==> config.mk <==
export PLATFORM = sky130hd
export DESIGN_NAME = vec_intc
export DESIGN_NICKNAME = d
export VERILOG_FILES = /design/src/rtl/vic_pkg.sv /design/src/rtl/vic_sync.sv /design/src/rtl/vic_capture.sv /design/src/rtl/vic_regs.sv /design/src/rtl/vic_prio.sv /design/src/rtl/vec_intc.sv
export SDC_FILE = /design/constraint.sdc
export NUM_CORES = 1
export LEC_CHECK = 0
export BUFFER_PORTS_ARGS = -buffer_cell sky130_fd_sc_hd__buf_4
export CORE_UTILIZATION = 50
export CTS_CLUSTER_SIZE = 14
export DETAILED_ROUTE_END_ITERATION = 8
export GPL_ROUTABILITY_DRIVEN = 0
export PLACE_DENSITY = 0.72
export REMOVE_ABC_BUFFERS = 1
export SLEW_MARGIN = 20
export SYNTH_ARGS = -nofsm -noshare
export SYNTH_HDL_FRONTEND = slang
export SYNTH_SLANG_ARGS = --single-unit
==> constraint.sdc <==
create_clock -name clk -period 9.5 [get_ports clk]
set_clock_uncertainty 0.2 [all_clocks]
set_input_delay 2.85 -clock clk [delete_from_list [all_inputs] [get_ports clk]]
set_output_delay 2.85 -clock clk [all_outputs]
set_load 0.02 [all_outputs]
==> src/rtl/vic_pkg.sv <==
package vic_pkg;

  // Word offsets inside the register window; the order is the software contract.
  typedef enum logic [2:0] {
    OFS_STATUS = 3'd0,
    OFS_PEND   = 3'd1,
    OFS_EN     = 3'd2,
    OFS_ACK    = 3'd3,
    OFS_SETEN  = 3'd4,
    OFS_CLREN  = 3'd5,
    OFS_VEC    = 3'd6,
    OFS_MASTER = 3'd7
  } vic_ofs_e;

  localparam int MASTER_W       = 2;
  localparam int MASTER_OUT_BIT = 0;
  localparam int MASTER_CAP_BIT = 1;
  localparam int OFS_BITS       = 3;

endpackage

==> src/rtl/vic_sync.sv <==
module vic_sync #(
  parameter int W      = 32,
  parameter int STAGES = 2
) (
  input  logic         clk,
  input  logic         rst_n,
  input  logic [W-1:0] din,
  output logic [W-1:0] dout
);

  logic [W-1:0] stg [STAGES];

  for (genvar s = 0; s < STAGES; s++) begin : g_stage
    if (s == 0) begin : g_first
      always_ff @(posedge clk or negedge rst_n) begin
        if (!rst_n) stg[s] <= '0;
        else        stg[s] <= din;
      end
    end else begin : g_next
      always_ff @(posedge clk or negedge rst_n) begin
        if (!rst_n) stg[s] <= '0;
        else        stg[s] <= stg[s-1];
      end
    end
  end

  assign dout = stg[STAGES-1];

endmodule

==> src/rtl/vic_capture.sv <==
module vic_capture #(
  parameter int          W         = 32,
  parameter logic [31:0] EDGE_MASK = 32'h0
) (
  input  logic         clk,
  input  logic         rst_n,
  input  logic [W-1:0] sync_in,
  input  logic         cap_en,
  output logic [W-1:0] set_mask
);

  logic [W-1:0] hist_q;
  logic [W-1:0] raw_set;

  // History follows the lines even while capture is off, so edges then are lost.
  always_ff @(posedge clk or negedge rst_n) begin
    if (!rst_n) hist_q <= '0;
    else        hist_q <= sync_in;
  end

  for (genvar i = 0; i < W; i++) begin : g_line
    if (EDGE_MASK[i]) begin : g_edge
      assign raw_set[i] = sync_in[i] & ~hist_q[i];
    end else begin : g_level
      assign raw_set[i] = sync_in[i];
    end
  end

  assign set_mask = cap_en ? raw_set : '0;

  AST_EDGE_NOT_HELD: assert property (@(posedge clk) disable iff (!rst_n)
    ((set_mask & W'(EDGE_MASK) & $past(sync_in)) == '0));

  AST_NO_CAPTURE_GATED: assert property (@(posedge clk) disable iff (!rst_n)
    (!cap_en && ($past(set_mask) == '0)) |-> (set_mask == '0));

endmodule

==> src/rtl/vic_regs.sv <==
module vic_regs
  import vic_pkg::*;
#(
  parameter int N      = 32,
  parameter int DW     = 32,
  parameter int IDX_W  = 6
) (
  input  logic                clk,
  input  logic                rst_n,
  input  logic                wr_en,
  input  logic [IDX_W-1:0]    wr_idx,
  input  logic [DW-1:0]       wdata,
  input  logic [N-1:0]        cap_set,
  output logic [N-1:0]        status,
  output logic [N-1:0]        enable,
  output logic [MASTER_W-1:0] master
);

  logic [N-1:0]        st_n, en_n;
  logic [MASTER_W-1:0] ms_n;
  logic [N-1:0]        wd;
  logic                hit;
  vic_ofs_e            ofs;

  assign wd  = wdata[N-1:0];
  assign hit = ((wr_idx >> OFS_BITS) == '0);
  assign ofs = vic_ofs_e'(wr_idx[OFS_BITS-1:0]);

  always_comb begin
    st_n = status;
    en_n = enable;
    ms_n = master;
    if (wr_en && hit) begin
      unique case (ofs)
        OFS_STATUS: if (!master[MASTER_CAP_BIT]) st_n = wd;
        OFS_EN:     en_n = wd;
        OFS_ACK:    st_n = status & ~wd;
        OFS_SETEN:  en_n = enable | wd;
        OFS_CLREN:  en_n = enable & ~wd;
        OFS_MASTER: ms_n = wdata[MASTER_W-1:0];
        default:    ;
      endcase
    end
    // Hardware capture is applied last so it beats a same-cycle acknowledge.
    st_n = st_n | cap_set;
  end

  always_ff @(posedge clk or negedge rst_n) begin
    if (!rst_n) begin
      status <= '0;
      enable <= '0;
      master <= '0;
    end else begin
      status <= st_n;
      enable <= en_n;
      master <= ms_n;
    end
  end

  AST_ACK_CLEARS: assert property (@(posedge clk) disable iff (!rst_n)
    (wr_en && hit && ofs == OFS_ACK && (cap_set & wd) == '0) |=> ((status & $past(wd)) == '0));

  AST_CAPTURE_WINS: assert property (@(posedge clk) disable iff (!rst_n)
    (cap_set != '0) |=> ((status & $past(cap_set)) == $past(cap_set)));

  AST_SETEN_ORS: assert property (@(posedge clk) disable iff (!rst_n)
    (wr_en && hit && ofs == OFS_SETEN) |=> ((enable & $past(wd)) == $past(wd)));

  AST_CLREN_CLEARS: assert property (@(posedge clk) disable iff (!rst_n)
    (wr_en && hit && ofs == OFS_CLREN) |=> ((enable & $past(wd)) == '0));

  AST_STATUS_LOCKED: assert property (@(posedge clk) disable iff (!rst_n)
    (master[MASTER_CAP_BIT] && !(wr_en && hit && ofs == OFS_ACK))
      |=> ((status & $past(status)) == $past(status)));

endmodule

==> src/rtl/vic_prio.sv <==
module vic_prio #(
  parameter int W  = 32,
  parameter int DW = 32
) (
  input  logic          clk,
  input  logic          rst_n,
  input  logic [W-1:0]  pend,
  output logic [DW-1:0] vec,
  output logic          any
);

  localparam int IW = (W > 1) ? $clog2(W) : 1;

  always_comb begin
    vec = '1;
    for (int i = W - 1; i >= 0; i--) begin
      if (pend[i]) vec = DW'(i);
    end
  end

  assign any = |pend;

  AST_VEC_EMPTY: assert property (@(posedge clk) disable iff (!rst_n)
    (pend == '0) |-> (vec == '1));

  AST_VEC_LOWEST: assert property (@(posedge clk) disable iff (!rst_n)
    (vec != '1) |-> (pend[vec[IW-1:0]] &&
                     ((pend & ((W'(1) << vec[IW-1:0]) - W'(1))) == '0)));

endmodule

==> src/rtl/vec_intc.sv <==
module vec_intc
  import vic_pkg::*;
#(
  parameter int          NUM_IRQ     = 32,
  parameter int          DATA_W      = 32,
  parameter int          ADDR_W      = 8,
  parameter int          SYNC_STAGES = 2,
  parameter logic [31:0] EDGE_MASK   = 32'hFFFF_0000
) (
  input  logic              clk,
  input  logic              rst_n,
  input  logic              bus_wr,
  input  logic              bus_rd,
  input  logic [ADDR_W-1:0] bus_addr,
  input  logic [DATA_W-1:0] bus_wdata,
  output logic [DATA_W-1:0] bus_rdata,
  input  logic [NUM_IRQ-1:0] irq_in,
  output logic              irq_out
);

  localparam int IDX_W = ADDR_W - 2;

  logic [IDX_W-1:0]    idx;
  logic                hit;
  vic_ofs_e            ofs;
  logic [1:0]          unused_addr_lsb;
  logic [NUM_IRQ-1:0]  sync_q, cap_set, status, enable, pend;
  logic [MASTER_W-1:0] master;
  logic [DATA_W-1:0]   vec;
  logic                any_pend;

  assign idx             = bus_addr[ADDR_W-1:2];
  assign unused_addr_lsb = bus_addr[1:0];
  assign hit             = ((idx >> OFS_BITS) == '0);
  assign ofs             = vic_ofs_e'(idx[OFS_BITS-1:0]);

  vic_sync #(.W(NUM_IRQ), .STAGES(SYNC_STAGES)) u_sync (
    .clk(clk), .rst_n(rst_n), .din(irq_in), .dout(sync_q)
  );

  vic_capture #(.W(NUM_IRQ), .EDGE_MASK(EDGE_MASK)) u_cap (
    .clk(clk), .rst_n(rst_n), .sync_in(sync_q),
    .cap_en(master[MASTER_CAP_BIT]), .set_mask(cap_set)
  );

  vic_regs #(.N(NUM_IRQ), .DW(DATA_W), .IDX_W(IDX_W)) u_regs (
    .clk(clk), .rst_n(rst_n), .wr_en(bus_wr), .wr_idx(idx), .wdata(bus_wdata),
    .cap_set(cap_set), .status(status), .enable(enable), .master(master)
  );

  assign pend = status & enable;

  vic_prio #(.W(NUM_IRQ), .DW(DATA_W)) u_prio (
    .clk(clk), .rst_n(rst_n), .pend(pend), .vec(vec), .any(any_pend)
  );

  assign irq_out = master[MASTER_OUT_BIT] & any_pend;

  always_comb begin
    bus_rdata = '0;
    if (bus_rd && hit) begin
      unique case (ofs)
        OFS_STATUS: bus_rdata[NUM_IRQ-1:0]  = status;
        OFS_PEND:   bus_rdata[NUM_IRQ-1:0]  = pend;
        OFS_EN:     bus_rdata[NUM_IRQ-1:0]  = enable;
        OFS_VEC:    bus_rdata               = vec;
        OFS_MASTER: bus_rdata[MASTER_W-1:0] = master;
        default:    ;
      endcase
    end
  end

  AST_IRQ_GATED: assert property (@(posedge clk) disable iff (!rst_n)
    irq_out |-> (vec != '1));

  AST_RD_IDLE_ZERO: assert property (@(posedge clk) disable iff (!rst_n)
    (!bus_rd || !hit) |-> (bus_rdata == '0));

endmodule

==> results.yml <==
placed_design:
  portBuffers: 106
  pre_cts_ws_ps: 1340
  dp_hpwl_um: 11900
clocking:
  ctsHtreeMaxLevel: 4
  hold_buffers: 0
  cts_root_buf: "clkbuf_16"
  numClockSinks: 146
  clk_latency_ps: 430
  cts_buffers: 17
  cts_resized: 0
  cts_tree: "built"
  clk_pin_slew_worst_paths_ps: 60
  cts_buffer_depth: 2
  post-cts-setup-buffer-count: 0
sta:
  tightestPinTransition_ps: 1070
  slew_headroom: 0.287
  fin_setup_tns_ps: 0
  drv_slew: 0
  hold_violations: 0
  fin_ws_ps: 1220
  min_period_ps: 8280
  setup_violations: 0
  rsz0062_at_grt: "no"
  fin_crit_sh: 0.871
  max_freq_mhz: 121
routing:
  drc: 0
  drtIter0Drc: 666
  routed_wl_um: 18800
  vias: 6186
  antenna_left: 0
  drt_pre_antenna_iters: 5
  via_per_inst: 6.22
  wl_per_cell_um: 19.0
critical_path:
  start_kind: "primary input"
  worstRegToRegCells: 4
  end_kind: "output pin"
  path_class: "in -> out"
  cp.arrival_ps: 5230
  ff2ff_setup_slack_ps: 7560
  rr_endpoint: "u_regs.status[31]$_DFF_PN0_"
  required_ps: 6450
  path_max_fanout: 43
  reg2reg_from: "u_regs.master[1]$_DFFE_PN0P_"
synthesis:
  yosysMostFrequentCell: "dfrtp_1"
  avgSynthCellArea_um2: 9.87
  yosys.area.top_type: "dfrtp_1"
  async_flop_share: 1.00
  yosysWarnings: 0
  synth_top_area_frac: 0.518
  synth_area_leaders: "dfrtp_1 (52%), o21ai_1 (5.5%), a22oi_2 (5.3%)"
  synth_edf_count: 0
  ys.flop_type: "dfrtp_1"
  yosysUniqueCellTypes: 46
  ys_ff_latch: 146
  ys_seq_area_frac: 0.518
  netlist_instances: 715
  syn-cell-area_mm2: 0.00706
  synth_common_cells: "dfrtp_1 (146), nand2_1 (84), o21ai_1 (78)"
floorplan:
  dieArea_mm2: 0.0146
  die_h_um: 121
  rows: 43
  initial_utilization: 0.510
  pin_count: 109
  die_x_um: 121
  core_mm2: 0.0138
power_and_ir_drop:
  pwr-share-seq: 0.448
  ir_drop_mv: 0.172
  power.leakage_nw: 3.51
  clock_power_share: 0.360
  p_per_area_mw_per_mm2: 223
  p_comb_frac: 0.192
  power_switching_w: 0.000587
  p_int_w: 0.00132
  switching_share: 0.308
global_routing:
  grt_pass1_vias: 6001
  grt-ovfl-total: 0
  track_usage: 0.270
  grt_antenna_before_repair: 0
  grt_max_degree: 89
  grt_pass1_wl_um: 30100
layout:
  num_antenna_cells: 0
  drive_above_1_share: 0.231
  n_fill_cell: 1125
  final_nets: 877
  area_growth_syn_to_layout_pct: 20.8
worst_hold_path:
  holdPathEnd: "u_sync.dout[6]$_DFF_PN0_"
  worstHoldPathCells: 0
  min_from: "u_sync.stg[38]$_DFF_PN0_"
  hold_class: "reg -> reg"
run:
  maxCapViolCount: 0
outcome:
  outcome: "completed"
worst max path at each step:
stage,end,slack [ps],from
final,bus_rdata[0],1220,bus_addr[3]
after global routing,bus_rdata[0],1120,bus_addr[3]
after CTS,bus_rdata[0],1330,bus_addr[3]
after detailed placement,bus_rdata[0],1340,bus_addr[3]
after global placement,bus_rdata[0],1470,bus_addr[3]
after floorplan,bus_rdata[2],1610,bus_addr[6]
cell usage in the layout (no fill, tap or decap), types with 6 or more instances in the layout:
| cell type | instances |
|---|---|
| buf_4 | 116 |
| nor2b_1 | 48 |
| a21oi_1 | 67 |
| dfrtp_1 | 146 |
| o21a_1 | 31 |
| o211ai_1 | 33 |
| nand3_1 | 12 |
| o21ai_0 | 52 |
| clkbuf_16 | 17 |
| o21ai_1 | 78 |
| a22oi_2 | 30 |
| inv_1 | 6 |
| a22oi_1 | 15 |
| nand2_1 | 84 |
registers in the layout (all words and copies together), names as in the netlist:
name,flops
u_regs.status,32
u_sync.dout,32
u_regs.master,2
u_sync.stg,32
u_cap.hist_q,16
u_regs.enable,32
critical path, stage by stage:
cell and delay, ps:
buf_4 400, nor2b_2 860, o21ai_0 240, a21oi_1 190, a211oi_1 70, a211oi_1 370, buf_4 220
kinds of logic after synthesis:
| family | Yosys count | synth area share |
|---|---|---|
| muxes | 2 | 0.00319 |
| buffers and inverters | 56 | 0.0415 |
| AOI/OAI and AO/OA | 336 | 0.311 |
| DFF | 146 | 0.518 |
| and+or+nand+nor | 175 | 0.127 |
cell type report:
type,count,area (um2),area share
inverters,6,22.5,0.00264
flip-flops and latches,146,3650,0.429
repair buffers,117,882,0.104
clock buffers,21,450,0.0529
multi-input cells,513,3130,0.368
clock inverters,11,153,0.0179
well taps,180,225,0.0264
routing by layer:
metal | wire, um | part of all wire | track usage
met1 | 7840 | 0.42 | 0.356
met2 | 9010 | 0.48 | 0.421
met3 | 1530 | 0.081 | 0.0665
met4 | 467 | 0.025 | 0.120
met5 | 0 | 0 | 0
power groups by stage:
stage | clock network, W | logic, W | registers [W]
after global placement | 0 | 0.000348 | 0.000845
final | 0.000684 | 0.000366 | 0.000852
after CTS | 0.000695 | 0.000364 | 0.000846
after floorplan | 0 | 0.000248 | 0.000816
after detailed placement | 0 | 0.000360 | 0.000855
after global routing | 0.000725 | 0.000403 | 0.000866
metrics by stage:
| step | util | hold slack [ps] | total power, W | instance area, um2 | cells |
|---|---|---|---|---|---|
| 2_1_floorplan | - | 131 | 0.00106 | 6790 | 665 |
| 3_3_place_gp | 0.573 | 132 | 0.00119 | 7920 | 962 |
| 3_5_place_dp | 0.573 | 135 | 0.00121 | 7920 | 962 |
| 4_1_cts | 0.616 | 148 | 0.00191 | 8520 | 994 |
| 5_1_grt | 0.616 | 150 | 0.00199 | 8520 | 994 |
| 6_report | 0.616 | 144 | 0.00190 | 8520 | 994 |
Power figures use the tool's default switching activity.
